`config.mk`:
```
export PLATFORM = sky130hd
export DESIGN_NAME = irq_arr_ctrl
export DESIGN_NICKNAME = d
export VERILOG_FILES = /design/src/rtl/irq_arr_pkg.sv /design/src/rtl/irq_regs.sv /design/src/rtl/irq_src_timer.sv /design/src/rtl/irq_prio.sv /design/src/rtl/irq_arr_ctrl.sv
export SDC_FILE = /design/constraint.sdc
export NUM_CORES = 1
export LEC_CHECK = 0
export BUFFER_PORTS_ARGS = -buffer_cell sky130_fd_sc_hd__buf_2
export CAP_MARGIN = 5
export CELL_PAD_IN_SITES_DETAIL_PLACEMENT = 0
export CELL_PAD_IN_SITES_GLOBAL_PLACEMENT = 1
export CORE_MARGIN = 5
export CORE_UTILIZATION = 35
export DETAILED_ROUTE_END_ITERATION = 10
export PLACE_DENSITY = 0.61
export SLEW_MARGIN = 20
export SYNTH_ARGS = -nofsm -noshare
export SYNTH_HDL_FRONTEND = slang
export SYNTH_SLANG_ARGS = --single-unit
```
`constraint.sdc`:
```
create_clock -name clk_i -period 2.55 [get_ports clk_i]
set_clock_uncertainty 0.15 [all_clocks]
set_input_delay 0 -clock clk_i [delete_from_list [all_inputs] [get_ports clk_i]]
set_output_delay 0 -clock clk_i [all_outputs]
set_load 0.005 [all_outputs]
```
`src/rtl/irq_arr_pkg.sv`:
```
package irq_arr_pkg;
  localparam int NSRC     = 15;
  localparam int LVL_W    = 3;
  localparam int WD_W     = NSRC + 1;
  localparam int VEC_W    = 8;
  localparam int VEC_BASE = 24;
  localparam int MASTER   = NSRC - 1;

  function automatic logic [LVL_W-1:0] src_lvl(input int i);
    if (i >= 13)     return 3'd6;
    else if (i >= 11) return 3'd5;
    else if (i >= 7)  return 3'd4;
    else if (i >= 4)  return 3'd3;
    else if (i == 3)  return 3'd2;
    else              return 3'd1;
  endfunction
endpackage

```
`src/rtl/irq_regs.sv`:
```
module irq_regs
  import irq_arr_pkg::*;
(
  input  logic            clk_i,
  input  logic            rst_ni,
  input  logic            wr_req_i,
  input  logic            wr_ena_i,
  input  logic [WD_W-1:0] wr_data_i,
  output logic [NSRC-1:0] req_o,
  output logic [NSRC-1:0] ena_o
);
  logic            set_w;
  logic [NSRC-1:0] bits_w;

  assign set_w  = wr_data_i[WD_W-1];
  assign bits_w = wr_data_i[NSRC-1:0];

  always_ff @(posedge clk_i or negedge rst_ni) begin
    if (!rst_ni) begin
      req_o <= '0;
      ena_o <= '0;
    end else begin
      if (wr_req_i) req_o <= set_w ? (req_o | bits_w) : (req_o & ~bits_w);
      if (wr_ena_i) ena_o <= set_w ? (ena_o | bits_w) : (ena_o & ~bits_w);
    end
  end
endmodule

```
`src/rtl/irq_src_timer.sv`:
```
module irq_src_timer #(
  parameter int DLY = 4
) (
  input  logic clk_i,
  input  logic rst_ni,
  input  logic active_i,
  output logic arrived_o
);
  localparam int CNT_W = (DLY < 1) ? 1 : $clog2(DLY + 1);

  logic             pend_q;
  logic [CNT_W-1:0] cnt_q;

  always_ff @(posedge clk_i or negedge rst_ni) begin
    if (!rst_ni) begin
      pend_q    <= 1'b0;
      arrived_o <= 1'b0;
      cnt_q     <= '0;
    end else if (!active_i) begin
      pend_q    <= 1'b0;
      arrived_o <= 1'b0;
      cnt_q     <= '0;
    end else if (!pend_q && !arrived_o) begin
      pend_q <= 1'b1;
      cnt_q  <= '0;
    end else if (pend_q) begin
      if (cnt_q == CNT_W'(DLY)) begin
        pend_q    <= 1'b0;
        arrived_o <= 1'b1;
      end else begin
        cnt_q <= cnt_q + 1'b1;
      end
    end
  end
endmodule

```
`src/rtl/irq_prio.sv`:
```
module irq_prio
  import irq_arr_pkg::*;
(
  input  logic             clk_i,
  input  logic             rst_ni,
  input  logic [NSRC-1:0]  active_i,
  input  logic [NSRC-1:0]  arrived_i,
  output logic             valid_o,
  output logic [LVL_W-1:0] lvl_o
);
  logic [LVL_W-1:0] lvl_d;

  // ascending scan, later hit overrides: highest source wins
  always_comb begin
    lvl_d = '0;
    for (int i = 0; i < NSRC; i++)
      if (active_i[i] && arrived_i[i]) lvl_d = src_lvl(i);
  end

  always_ff @(posedge clk_i or negedge rst_ni) begin
    if (!rst_ni) begin
      valid_o <= 1'b0;
      lvl_o   <= '0;
    end else begin
      valid_o <= |active_i;
      lvl_o   <= lvl_d;
    end
  end
endmodule

```
`src/rtl/irq_arr_ctrl.sv`:
```
module irq_arr_ctrl
  import irq_arr_pkg::*;
#(
  parameter int DLY = 4
) (
  input  logic             clk_i,
  input  logic             rst_ni,
  input  logic             wr_req_i,
  input  logic             wr_ena_i,
  input  logic [15:0]      wr_data_i,
  input  logic [2:0]       cpu_mask_i,
  output logic             lvl_valid_o,
  output logic [2:0]       lvl_o,
  output logic             ack_o,
  output logic [7:0]       vec_o,
  output logic [2:0]       mask_upd_o
);
  logic [NSRC-1:0] req_w, ena_w, active_w, arrived_w;
  logic            take_w;

  irq_regs u_regs (
    .clk_i, .rst_ni, .wr_req_i, .wr_ena_i, .wr_data_i,
    .req_o(req_w), .ena_o(ena_w)
  );

  assign active_w = req_w & ena_w & {NSRC{ena_w[MASTER]}};

  for (genvar g = 0; g < NSRC; g++) begin : g_src
    irq_src_timer #(.DLY(DLY)) u_tmr (
      .clk_i, .rst_ni, .active_i(active_w[g]), .arrived_o(arrived_w[g])
    );
  end

  irq_prio u_prio (
    .clk_i, .rst_ni, .active_i(active_w), .arrived_i(arrived_w),
    .valid_o(lvl_valid_o), .lvl_o(lvl_o)
  );

  assign take_w = lvl_valid_o && (lvl_o > cpu_mask_i) && !ack_o;

  always_ff @(posedge clk_i or negedge rst_ni) begin
    if (!rst_ni) begin
      ack_o      <= 1'b0;
      vec_o      <= '0;
      mask_upd_o <= '0;
    end else begin
      ack_o      <= take_w;
      vec_o      <= take_w ? (VEC_W'(VEC_BASE) + VEC_W'(lvl_o)) : '0;
      mask_upd_o <= take_w ? lvl_o : '0;
    end
  end
endmodule

```
==> results by group <==
STA
  • RSZ-0062 raised after global routing: no
  • Fin. Hold Viols: 0
  • Period utilization: 0.947
  • F_max: 0.414 GHz
  • Final Max Tran Viols: 0
  • Min Clock Period, post-route: 2.41 ns
  • Slew headroom: 0.627
  • Setup_tns: 0 ns
  • Least-Margin Pin Slew: 0.557 ns
  • Endpoints failing setup: 0
  • Final worst-path setup slack: 0.136 ns

CTS
  • Root Buffer: clkbuf_16
  • Skew-Pair Late Insertion Delay: 0.42 ns
  • Clk buf depth: 2
  • TritonCTS clock tree: built
  • Post-CTS Setup Bufs: 0
  • Clk sink count: 113
  • Num CTS Buffers: 17
  • H-tree depth: 4
  • Reg clk slew, reported paths: 0.05 ns

Logic synthesis
  • Netlist Area Pre-Place: 5630 µm²
  • Number of synthesized flops with an enable pin: 0
  • Post-synthesis cell count: 525
  • Fraction of registers with async set or reset after synthesis: 1.00
  • Yosys warnings: 0
  • Sequential area share after synthesis: 0.503
  • Seq cells post-synth: 113
  • Ys flop type: dfrtp_1
  • Unique masters post-synth: 44
  • Avg Cell Area, Syn: 10.7 µm²

Worst setup path
  • CP Class: register to register
  • Crit. End Element: register
  • Startpoint types: register
  • WP data arrival: 2.62 ns
  • Req. time, crit path: 2.75 ns
  • Critical Path Fanout Max: 4

Route
  • Drt total wl: 11200 µm
  • DR iter-0 viols: 190
  • Vias per cell: 4.84
  • Vias: 3986
  • Pre-antenna DRT Iters: 4
  • Wire per inst: 13.7 µm
  • # DRC: 0
  • Final ANT Viol Nets: 0

Finish
  • Layout cells sized above 1: 0.208
  • Ant diodes: 0
  • Most frequent cells in the layout: dfrtp_1, nor2_1, inv_1, nand2_1, mux2_2
  • Layout fillers: 1467
  • Nets@finish: 652
  • Area Overhead vs Synth: 22.0%
  • Commonest non-fill, non-tap cell in the layout: dfrtp_1
  • Design area: 6860 µm²

Placement
  • Setup WS pre-CTS: 0.726 ns
  • IO Port Bufs: 35
  • Dpl hpwl: 7990 µm
  • DP Area: 6000 µm²
  • Placer congestion estimate: 0.738

Power and ir drop
  • Worst IR drop on VDD: 0.000472 V
  • Switching share of power: 0.232
  • Sequential share of power: 0.422
  • Reported leakage power: 3.02 nW
  • Clock power frac: 0.489
  • Power Dens Cells: 697 nW/µm²
  • Switching power: 0.00111 W
  • Gate power share: 0.089
  • Internal: 0.00368 W

GRT
  • Antenna violations before repair: 0
  • Number of global-route vias before repair: 3970
  • Largest net degree at the start of global routing: 47
  • Grt ovf: 0
  • All-Layer GR Usage: 0.132
  • Global-route wire length before repair: 19100 µm

Floorplan
  • Core Footprint: 15800 µm²
  • Total Die Area: 18700 µm²
  • # IOs: 39
  • Die Ht: 137 µm
  • Row count: 46
  • Starting Density: 0.355
  • Die Wd: 137 µm

Flow run
  • Max Cap Violations: 0

Run status
  • Outcome: finished, final reports clean

Hold path
  • Tightest Hold Check Type: primary input to register
## area by class of cell
cell class	instances	area (µm²)	share of cell area
inverter	45	169	0.0246
multi-input combinational	353	2520	0.367
tap	216	270	0.0394
clock inverter	5	75.1	0.0109
clock buffer	25	515	0.0751
timing repair buffer	66	490	0.0715
sequential	113	2830	0.412
## critical path: stages (launching register included)
cell	delay, ns
dfrtp_1	0.42
ha_1	0.30
nand3_1	0.09
dlygate4sd3_1	0.55
nand3b_1	0.10
a21oi_2	0.17
dlygate4sd3_1	0.57
## cell usage after synthesis, types with 9 or more instances
| cell type | number | area, µm² |
|---|---|---|
| dfrtp_1 | 113 | 2830 |
| nor2_1 | 47 | 176 |
| inv_1 | 45 | 169 |
| nand2_1 | 40 | 150 |
| mux2_2 | 35 | 394 |
| ha_1 | 33 | 413 |
| a21oi_1 | 29 | 145 |
| nand3_1 | 26 | 130 |
| o21ai_0 | 25 | 125 |
| a22oi_1 | 19 | 143 |
| nor3_1 | 15 | 75.1 |
| a21boi_0 | 9 | 67.6 |
| mux2i_1 | 9 | 90.1 |
| nand4_1 | 9 | 56.3 |
## power groups by stage
stage / logic, W / clock network [W] / registers (W)
after floorplan: 0.000294 / 0 / 0.00201
after global placement: 0.000390 / 0 / 0.00205
after detailed placement: 0.000403 / 0 / 0.00205
after CTS: 0.000437 / 0.00242 / 0.00202
after global routing: 0.000482 / 0.00249 / 0.00203
final: 0.000426 / 0.00234 / 0.00202
## repair_timing
action,CTS,global route
endpoints found under the hold margin,117,0
setup endpoints to repair,0,1
hold buffers,27,0
gates resized for setup,0,1
## kinds of logic (layout without fill, tap and decap cells)
logic type,after synthesis,count (layout),synth area share
and+or+nand+nor,170,170,0.160
DFF,113,113,0.503
AOI/OAI and AO/OA,97,97,0.116
buffers and inverters,61,141,0.0520
muxes,44,44,0.0861
adders and majority gates,33,33,0.0734
xor gates and xnor gates,6,6,0.00934
other,1,3,0.000667
## worst paths after layout
check                                          start                                   end  slack (ns)  cells after the start
max reg2reg                u_prio.lvl_o[1]$_DFF_PN0_                    vec_o[3]$_DFF_PN0_        0.14                      6
max in group asynchronous                     rst_ni  g_src[13].u_tmr.cnt_q[2]$_DFFE_PN0P_        0.49                      4
min                                    cpu_mask_i[2]               mask_upd_o[0]$_DFF_PN0_        0.04                      6
min in group asynchronous                     rst_ni   g_src[2].u_tmr.cnt_q[1]$_DFFE_PN0P_        0.46                      3
max                        u_prio.lvl_o[1]$_DFF_PN0_                    vec_o[3]$_DFF_PN0_        0.14                      6
min reg2reg                                 register                              register        0.35                      1
## layer usage
layer | global-route usage | vias to the layer above | routed length, µm
met5 | 0 | - | 0
met4 | 0.0549 | 0 | 163
met3 | 0.0397 | 16 | 373
met2 | 0.212 | 49 | 5480
met1 | 0.165 | 1938 | 5230
li1 | - | 1983 | -
## stage by stage
stage | power, W | util | std cells | hold WS, ns
floorplan | 0.00231 | - | 527 | -0.446
CTS | 0.00487 | 0.433 | 823 | 0.0413
detailed placement | 0.00245 | 0.379 | 766 | -0.102
global placement | 0.00244 | 0.379 | 766 | -0.113
global route | 0.00501 | 0.434 | 823 | 0.0768
finish | 0.00478 | 0.434 | 823 | 0.0394
(Power assumes the default switching activity.)
